--- config.mk ---
export PLATFORM = sky130hd
export DESIGN_NAME = odc_strength_adjuster
export DESIGN_NICKNAME = d
export VERILOG_FILES = /design/src/rtl/odc_adj_pkg.sv /design/src/rtl/odc_beat_collector.sv /design/src/rtl/odc_code_decoder.sv /design/src/rtl/odc_step_register.sv /design/src/rtl/odc_strength_adjuster.sv
export SDC_FILE = /design/constraint.sdc
export NUM_CORES = 1
export LEC_CHECK = 0
export BUFFER_PORTS_ARGS = -buffer_cell sky130_fd_sc_hd__buf_2
export CORE_MARGIN = 1
export CORE_UTILIZATION = 40
export DETAILED_ROUTE_END_ITERATION = 16
export HOLD_SLACK_MARGIN = 0.15
export SKIP_CTS_REPAIR_TIMING = 1
export SLEW_MARGIN = 20
export SYNTH_ARGS = -nofsm -noshare
export SYNTH_HDL_FRONTEND = slang
export SYNTH_SLANG_ARGS = --single-unit
--- constraint.sdc ---
create_clock -name clk -period 2.4 [get_ports clk]
set_input_delay 0.48 -clock clk [delete_from_list [all_inputs] [get_ports clk]]
set_output_delay 0.48 -clock clk [all_outputs]
set_load 0.01 [all_outputs]
--- src/rtl/odc_adj_pkg.sv ---
package odc_adj_pkg;

   localparam int CODE_BEATS = 4;
   localparam int FIELD_W    = 2;
   localparam int NUM_LEGS   = 2;

   typedef enum logic [1:0] {
      STEP_HOLD = 2'b00,
      STEP_UP   = 2'b01,
      STEP_DOWN = 2'b10
   } step_cmd_e;

   localparam int LEG_PULLUP   = 0;
   localparam int LEG_PULLDOWN = 1;

endpackage

--- src/rtl/odc_beat_collector.sv ---
module odc_beat_collector
   import odc_adj_pkg::*;
#(
   parameter int LANES      = 8,
   parameter bit LANE_CHECK = 1'b1
) (
   input  logic                  clk,
   input  logic                  rst_n,
   input  logic                  adjust_en,
   input  logic                  beat_vld,
   input  logic [LANES-1:0]      dq,
   output logic [CODE_BEATS-1:0] code,
   output logic                  code_vld,
   output logic                  mismatch
);

   localparam int CNT_W = $clog2(CODE_BEATS);
   localparam logic [CNT_W-1:0] LAST_IDX = CNT_W'(CODE_BEATS - 1);

   logic [CNT_W-1:0]      beat_idx;
   logic [CODE_BEATS-2:0] held_bits;
   logic                  lanes_agree;
   logic                  beat_take;
   logic                  lane_bit;

   initial begin
      if (LANES < 1) $error("odc_beat_collector: LANES must be at least 1");
      if (CODE_BEATS != 4) $error("odc_beat_collector: code must be four beats");
   end

   generate
      if (LANE_CHECK && LANES > 1) begin : g_agree
         assign lanes_agree = (&dq) | ~(|dq);
      end else begin : g_trust
         assign lanes_agree = 1'b1;
      end
   endgenerate

   assign lane_bit  = dq[0];
   assign beat_take = adjust_en & beat_vld;
   assign mismatch  = beat_take & ~lanes_agree;
   assign code_vld  = beat_take & lanes_agree & (beat_idx == LAST_IDX);
   assign code      = {held_bits, lane_bit};

   always_ff @(posedge clk) begin
      if (!rst_n) begin
         beat_idx  <= '0;
         held_bits <= '0;
      end else if (!adjust_en) begin
         beat_idx  <= '0;
      end else if (beat_take) begin
         if (!lanes_agree || beat_idx == LAST_IDX) begin
            beat_idx <= '0;
         end else begin
            beat_idx <= beat_idx + 1'b1;
         end
         if (lanes_agree) begin
            held_bits <= {held_bits[CODE_BEATS-3:0], lane_bit};
         end
      end
   end

endmodule

--- src/rtl/odc_code_decoder.sv ---
module odc_code_decoder
   import odc_adj_pkg::*;
(
   input  logic [CODE_BEATS-1:0] code,
   output step_cmd_e             leg_cmd [NUM_LEGS],
   output logic                  reserved
);

   logic [NUM_LEGS-1:0] field_bad;

   genvar g;
   generate
      for (g = 0; g < NUM_LEGS; g++) begin : g_field
         logic [FIELD_W-1:0] fld;
         assign fld = code[g*FIELD_W +: FIELD_W];
         always_comb begin
            field_bad[g] = 1'b0;
            case (fld)
               2'b01:   leg_cmd[g] = STEP_UP;
               2'b10:   leg_cmd[g] = STEP_DOWN;
               2'b11: begin
                  leg_cmd[g]   = STEP_HOLD;
                  field_bad[g] = 1'b1;
               end
               default: leg_cmd[g] = STEP_HOLD;
            endcase
         end
      end
   endgenerate

   assign reserved = |field_bad;

endmodule

--- src/rtl/odc_step_register.sv ---
module odc_step_register
   import odc_adj_pkg::*;
#(
   parameter int              STEP_W = 4,
   parameter logic [STEP_W-1:0] INIT = '0
) (
   input  logic              clk,
   input  logic              rst_n,
   input  logic              apply,
   input  step_cmd_e         cmd,
   output logic [STEP_W-1:0] step
);

   localparam logic [STEP_W-1:0] STEP_MAX = {STEP_W{1'b1}};
   localparam logic [STEP_W-1:0] STEP_MIN = '0;

   logic [STEP_W-1:0] step_q;
   logic [STEP_W-1:0] step_d;

   always_comb begin
      step_d = step_q;
      if (apply) begin
         case (cmd)
            STEP_UP:   if (step_q != STEP_MAX) step_d = step_q + 1'b1;
            STEP_DOWN: if (step_q != STEP_MIN) step_d = step_q - 1'b1;
            default:   step_d = step_q;
         endcase
      end
   end

   always_ff @(posedge clk) begin
      if (!rst_n) step_q <= INIT;
      else        step_q <= step_d;
   end

   assign step = step_q;

endmodule

--- src/rtl/odc_strength_adjuster.sv ---
module odc_strength_adjuster
   import odc_adj_pkg::*;
#(
   parameter int              LANES      = 8,
   parameter int              STEP_W     = 4,
   parameter logic [STEP_W-1:0] PU_INIT  = 4'd8,
   parameter logic [STEP_W-1:0] PD_INIT  = 4'd8,
   parameter bit              LANE_CHECK = 1'b1
) (
   input  logic              clk,
   input  logic              rst_n,
   input  logic              adjust_en,
   input  logic              beat_vld,
   input  logic [LANES-1:0]  dq,
   output logic [STEP_W-1:0] pu_step,
   output logic [STEP_W-1:0] pd_step,
   output logic              reserved_err,
   output logic              lane_err
);

   logic [CODE_BEATS-1:0] code;
   logic                  code_vld;
   logic                  mismatch;
   step_cmd_e             leg_cmd [NUM_LEGS];
   logic                  reserved;
   logic                  apply;
   logic [STEP_W-1:0]     leg_step [NUM_LEGS];

   initial begin
      if (STEP_W != 4) $error("odc_strength_adjuster: STEP_W must be 4 for sixteen steps");
   end

   odc_beat_collector #(
      .LANES      (LANES),
      .LANE_CHECK (LANE_CHECK)
   ) u_collect (
      .clk       (clk),
      .rst_n     (rst_n),
      .adjust_en (adjust_en),
      .beat_vld  (beat_vld),
      .dq        (dq),
      .code      (code),
      .code_vld  (code_vld),
      .mismatch  (mismatch)
   );

   odc_code_decoder u_decode (
      .code     (code),
      .leg_cmd  (leg_cmd),
      .reserved (reserved)
   );

   assign apply = code_vld & ~reserved;

   genvar g;
   generate
      for (g = 0; g < NUM_LEGS; g++) begin : g_leg
         localparam logic [STEP_W-1:0] LEG_INIT = (g == LEG_PULLUP) ? PU_INIT : PD_INIT;
         odc_step_register #(
            .STEP_W (STEP_W),
            .INIT   (LEG_INIT)
         ) u_reg (
            .clk   (clk),
            .rst_n (rst_n),
            .apply (apply),
            .cmd   (leg_cmd[g]),
            .step  (leg_step[g])
         );
      end
   endgenerate

   always_ff @(posedge clk) begin
      if (!rst_n) begin
         reserved_err <= 1'b0;
         lane_err     <= 1'b0;
      end else begin
         reserved_err <= code_vld & reserved;
         lane_err     <= mismatch;
      end
   end

   assign pu_step = leg_step[LEG_PULLUP];
   assign pd_step = leg_step[LEG_PULLDOWN];

endmodule

=== Word-level counts from Yosys, hierarchy flattened ===
Index checks and enable logic that the tools add are counted.
Widths: inputs -> output; s select.

* Register bits: 15
* Logic and storage cells: 62
* Output and inout bits: 10

* $add $sub $neg: 5
* Bitwise logic cells: 10
* Equality and inequality tests: 17
* Mux-type cells: 11
* Reductions and logical operators: 13

{| class="wikitable"
|+ Operator list
! kind !! number
|-
| $mux 4 || 4
|-
| $pmux 4 s2 || 2
|-
| $eq 2x2->1 const B || 7
|-
| $add 4x1->4 const B || 2
|-
| $eq 2x1->1 const B || 4
|-
| $ne 2x1->1 const B || 4
|-
| $ne 4x4->1 const B || 2
|-
| $pmux 2 s2 || 2
|-
| $reduce_and 4->1 || 2
|-
| $reduce_and 8->1 || 1
|-
| $reduce_bool 4->1 || 2
|-
| $reduce_or 8->1 || 1
|-
| $sub 4x1->4 const B || 2
|-
| $and 1x1->1 || 6
|-
| $reduce_bool 2->1 || 2
|-
| $not 1->1 || 3
|-
| $reduce_and 3->1 || 1
|-
| $add 2x1->2 const B || 1
|-
| $mux 1 || 2
|-
| $mux 2 || 1
|-
| $reduce_and 2->1 || 1
|-
| $reduce_or 2->1 || 1
|-
| $logic_not 1->1 || 1
|-
| $logic_or 1x1->1 || 1
|-
| $or 1x1->1 || 1
|}

=== Longest topological paths before layout ===
* Depth after elaboration: 7
* Gate-level depth with buffers: 8
* Depth with buffers taken out: 8

=== Modules after synthesis ===
A second synthesis with hierarchy kept.

* Cells, all modules: 101
* Area total of the unflattened synthesis: 955.9 µm²

{| class="wikitable"
|+ Modules (own cells, without submodules)
! module !! times used !! area an instance (µm²) !! seq. area each (µm²) !! cells an instance
|-
| odc_step_register || 2 || 282.8 || 80.1 || 30
|-
| odc_beat_collector || 1 || 289.0 || 100.1 || 31
|-
| odc_strength_adjuster || 1 || 62.6 || 40.0 || 5
|-
| odc_code_decoder || 1 || 38.8 || 0.0 || 5
|}

=== Least setup slack after synthesis ===
No wires, ideal clock.

* Kind: input -> register
* From: input port dq[5]
* To: register g_leg[0].u_reg.step_q[3]
* Setup slack: 0.441 ns
* Setup time: 0.062 ns
* Stages: 5
* Data required time: 2.338 ns
* Arrival time: 1.897 ns
* Cells stage by stage: or4_4 nor2_4 o2111ai_4 or4_1 nand3_1

* Word-level cells in the longest chain between the ends: 7
* Elaborated cells between the ends (all ways): 8
* Those cells by class: bitwise (5); reduce/logical (3)

{| class="wikitable"
|+ Ends and longest elaborated chain
! element !! RTL line !! source
|-
| start: declaration || odc_strength_adjuster.sv:14 || <nowiki>input logic [LANES-1:0] dq,</nowiki>
|-
| $reduce_or 8->1 || odc_beat_collector.sv:33 || <nowiki>assign lanes_agree = (&dq) | ~(|dq);</nowiki>
|-
| $not 1->1 || odc_beat_collector.sv:33 ||
|-
| $or 1x1->1 (*) || odc_beat_collector.sv:33 ||
|-
| $and 1x1->1 (*) (2 in a row) || odc_beat_collector.sv:42 || <nowiki>assign code_vld = beat_take & lanes_agree & (beat_idx == LAST_IDX);</nowiki>
|-
| $and 1x1->1 (*) || odc_strength_adjuster.sv:53 || <nowiki>assign apply = code_vld & ~reserved;</nowiki>
|-
| $reduce_and 4->1 (no line) (*) || n/a ||
|-
| end signal: assignment || odc_step_register.sv:33 || <nowiki>else step_q <= step_d;</nowiki>
|-
| end: declaration || odc_step_register.sv:17 || <nowiki>logic [STEP_W-1:0] step_q;</nowiki>
|}

Mark *: on every way between the ends. The rest lies on a longest branch, timed or not.
A chain may end at the register's enable or synchronous reset.

=== Worst setup path in the final report ===
* From: register u_collect.held_bits[1]
* To: register g_leg[1].u_reg.step_q[3]

* Word-level cells in the longest chain between the ends: 6
* Elaborated cells between the ends (all ways): 15
* Those cells by class: eq/ne (7); mux (3); bitwise (2); reduce/logical (3)

{| class="wikitable"
|+ Ends and longest elaborated chain
! element !! RTL line !! source
|-
| start: declaration || odc_beat_collector.sv:21 || <nowiki>logic [CODE_BEATS-2:0] held_bits;</nowiki>
|-
| start signal: assignment || odc_beat_collector.sv:58 || <nowiki>held_bits <= {held_bits[CODE_BEATS-3:0], lane_bit};</nowiki>
|-
| parallel branches: the longest is 6 deep, another holds $reduce_and 4->1 || n/a ||
|-
| end signal: assignment || odc_step_register.sv:33 ||
|-
| end: declaration || odc_step_register.sv:17 ||
|}

Parallel ways; which one is timed is not known.

==> results.toml <==
[run_status]
status = "complete, no violations"

[placed_design]
dp_hpwl_mm = 1.57
place_inst = 157
place.gp.congestion = 0.741
io_buffer_count = 21

[cells_and_area]
mostFrequentLayoutCells = "buf_2, dfxtp_1, inv_1, a21oi_1, ha_1"
multi_input_area_um2 = 618
finalNetCount = 159
final_common_cell = "buf_2"
num_antenna_cells = 0
fill_cells = 221
fin_cells = 161
drive_above_1_share = 0.218
area_growth_syn_to_layout_pct = 16.0
regArea_um2 = 300

[critical_path]
critPathBufInv = 1
max_stage_delay_ns = 0.42
critPathMostFrequentCell = "ha_1"
path_class = "reg -> reg"
critical-path-top-delay-family = "adder cells"
cp-start-kind = "flop"
ff2ff_setup_slack_ns = 0.37
critical_path_depth = 8
reg2reg_from = "u_collect.held_bits[1]$_SDFFE_PN0P_"
crit_end = "g_leg[1].u_reg.step[3]$_SDFFE_PN1P_"
worstPathCellList = "inv_1, ha_1, ha_1, a21o_1, a21oi_1, xnor2_1, or4_1, nand3_1"
worst_ep_required_time_ns = 2.64
cp_slowest_cell = "dfxtp_1"
timing.rr.end = "g_leg[1].u_reg.step[3]$_SDFFE_PN1P_"
worstPathArrival_ns = 2.26
worstSetupEndpointType = "flop"
reg2regPathDepth = 8
cp-startpoint = "u_collect.held_bits[1]$_SDFFE_PN0P_"
critPathMaxFanout = 5

[route]
vias_per_cell = 5.48
post_drt_wl_per_cell_um = 12.7
drt_pass1_iterations = 4
drt_iter0_markers = 6
wirelength_mm = 2.05
drcViolationCount = 0
route.antenna.remaining_nets = 0
num_vias = 882

[synth]
yosys_most_used_dff = "dfxtp_1"
synth_nets = 134
netlist_instances = 109
ys_types = 31
synth-edff-count = 0
yosys_warnings = 0
syn_area_um2 = 975
synth.avg_cell_area_um2 = 8.94
ys_seq_area_frac = 0.308
async_flop_share = 0
ys_ff_latch = 15

[power_and_ir_drop]
p_leak_nw = 0.470
ir_drop_v = 0.000285
power_density_mw_per_mm2 = 372

[global_routing]
grt_usage = 0.173
grt_pass1_vias = 783
antenna_found_initial = 0
grt_pass1_wl_mm = 3.40
grt_start_max_net_pins = 17
grt.overflow.total = 0

[clock_tree]
numCtsBuffers = 3
clkTransAtPathRegs_ns = 0.10
cts_max_level = 1
clockBufferDepth = 2
clockRootBuffer = "clkbuf_4"
clock-sinks = 15
cts_tree = "built"
worstSkewPairLatency_ns = 0.28

[min_path]
hold_start = "rst_n"
hold_path_class = "in -> reg"

[floorplan]
die_h_um = 51.4
num_rows = 17
ios = 22
die_width_um = 51.4
die_area_mm2 = 0.00264
floorplan.initialDensity = 0.432
core-area_mm2 = 0.00225

[flow_run]
drv_cap = 0

[timing]
tns_ns = 0
setup-violations-final = 0
hold_ws_ns = 0.431
max-slew-margin-rel = 0.575
drv_slew = 0
hold_viol_final = 0
rsz0062_at_grt = "no"
finClkSkew_ns = 0.0110
min_period_over_period = 0.845
fmax_mhz = 493
tightest_slew_ns = 0.631
fin_crit_ns = 2.03
-- final cells by class --
type                            instances  share of cell area
Timing Repair Buffer                   21              0.0929
Sequential cell                        15               0.265
Clock inverter                          1             0.00442
Multi-Input combinational cell         81               0.546
Tap cell                               28              0.0310
Inverter                               12              0.0398
Clock buffer                            3              0.0199
-- synth_stat cells, types with 3 or more instances --
master,number,area share
o21ai_0,7,0.036
mux2i_1,3,0.031
nand2_1,4,0.015
or3_1,6,0.039
inv_1,11,0.042
nand3_1,3,0.015
dfxtp_1,15,0.31
nor2_1,6,0.023
nand4_1,3,0.019
ha_1,11,0.14
a21oi_1,11,0.056
-- metal layers --
metal  part of all wire  track usage  routed length, um
met4             0.0078       0.0811                 16
met2               0.49        0.307               1010
met5                  0            0                  0
met1               0.47        0.211                960
met3              0.029      0.00893                 59
-- power by group --
part / switching [mW] / internal, mW
clock: 0.0827 / 0.0618
combinational: 0.0156 / 0.0113
sequential: 0.000164 / 0.249
-- per-stage QoR --
step	power, mW	instance area, um2	worst slack (ns)	util
floorplan	0.266	975	0.441	-
finish	0.421	1130	0.373	0.502
CTS	0.426	1130	0.368	0.502
global placement	0.281	1100	0.207	0.489
detailed placement	0.282	1100	0.141	0.489
global route	0.442	1130	0.189	0.502
-- state kept, by name (all words and copies together) (netlist names) --
| signal | flops |
|---|---|
| g_leg.u_reg.step | 8 |
| lane_err | 1 |
| reserved_err | 1 |
| u_collect.beat_idx | 2 |
| u_collect.held_bits | 3 |
-- cells by family (layout without fill, tap and decap cells) --
logic type | count (synthesis) | in the layout | share of synthesized area
buf+inv | 13 | 37 | 0.0578
xor+xnor | 4 | 4 | 0.0360
mux | 3 | 3 | 0.0308
simple gates | 35 | 35 | 0.216
flops | 15 | 15 | 0.308
fa+ha+maj | 13 | 13 | 0.182
compound gates | 26 | 26 | 0.169
-- how the worst min path moves through the flow --
| stage | cells after the start | to |
|---|---|---|
| 6_report | 2 | g_leg[1].u_reg.step[3]$_SDFFE_PN1P_ |
| 5_1_grt | 2 | g_leg[1].u_reg.step[3]$_SDFFE_PN1P_ |
| 4_1_cts | 2 | g_leg[1].u_reg.step[3]$_SDFFE_PN1P_ |
| 3_5_place_dp | 2 | u_collect.beat_idx[0]$_SDFFE_PN0N_ |
| 3_3_place_gp | 2 | u_collect.beat_idx[0]$_SDFFE_PN0N_ |
| 2_1_floorplan | 2 | u_collect.beat_idx[0]$_SDFFE_PN0N_ |
Note: power is estimated with default switching activity, not from simulation.
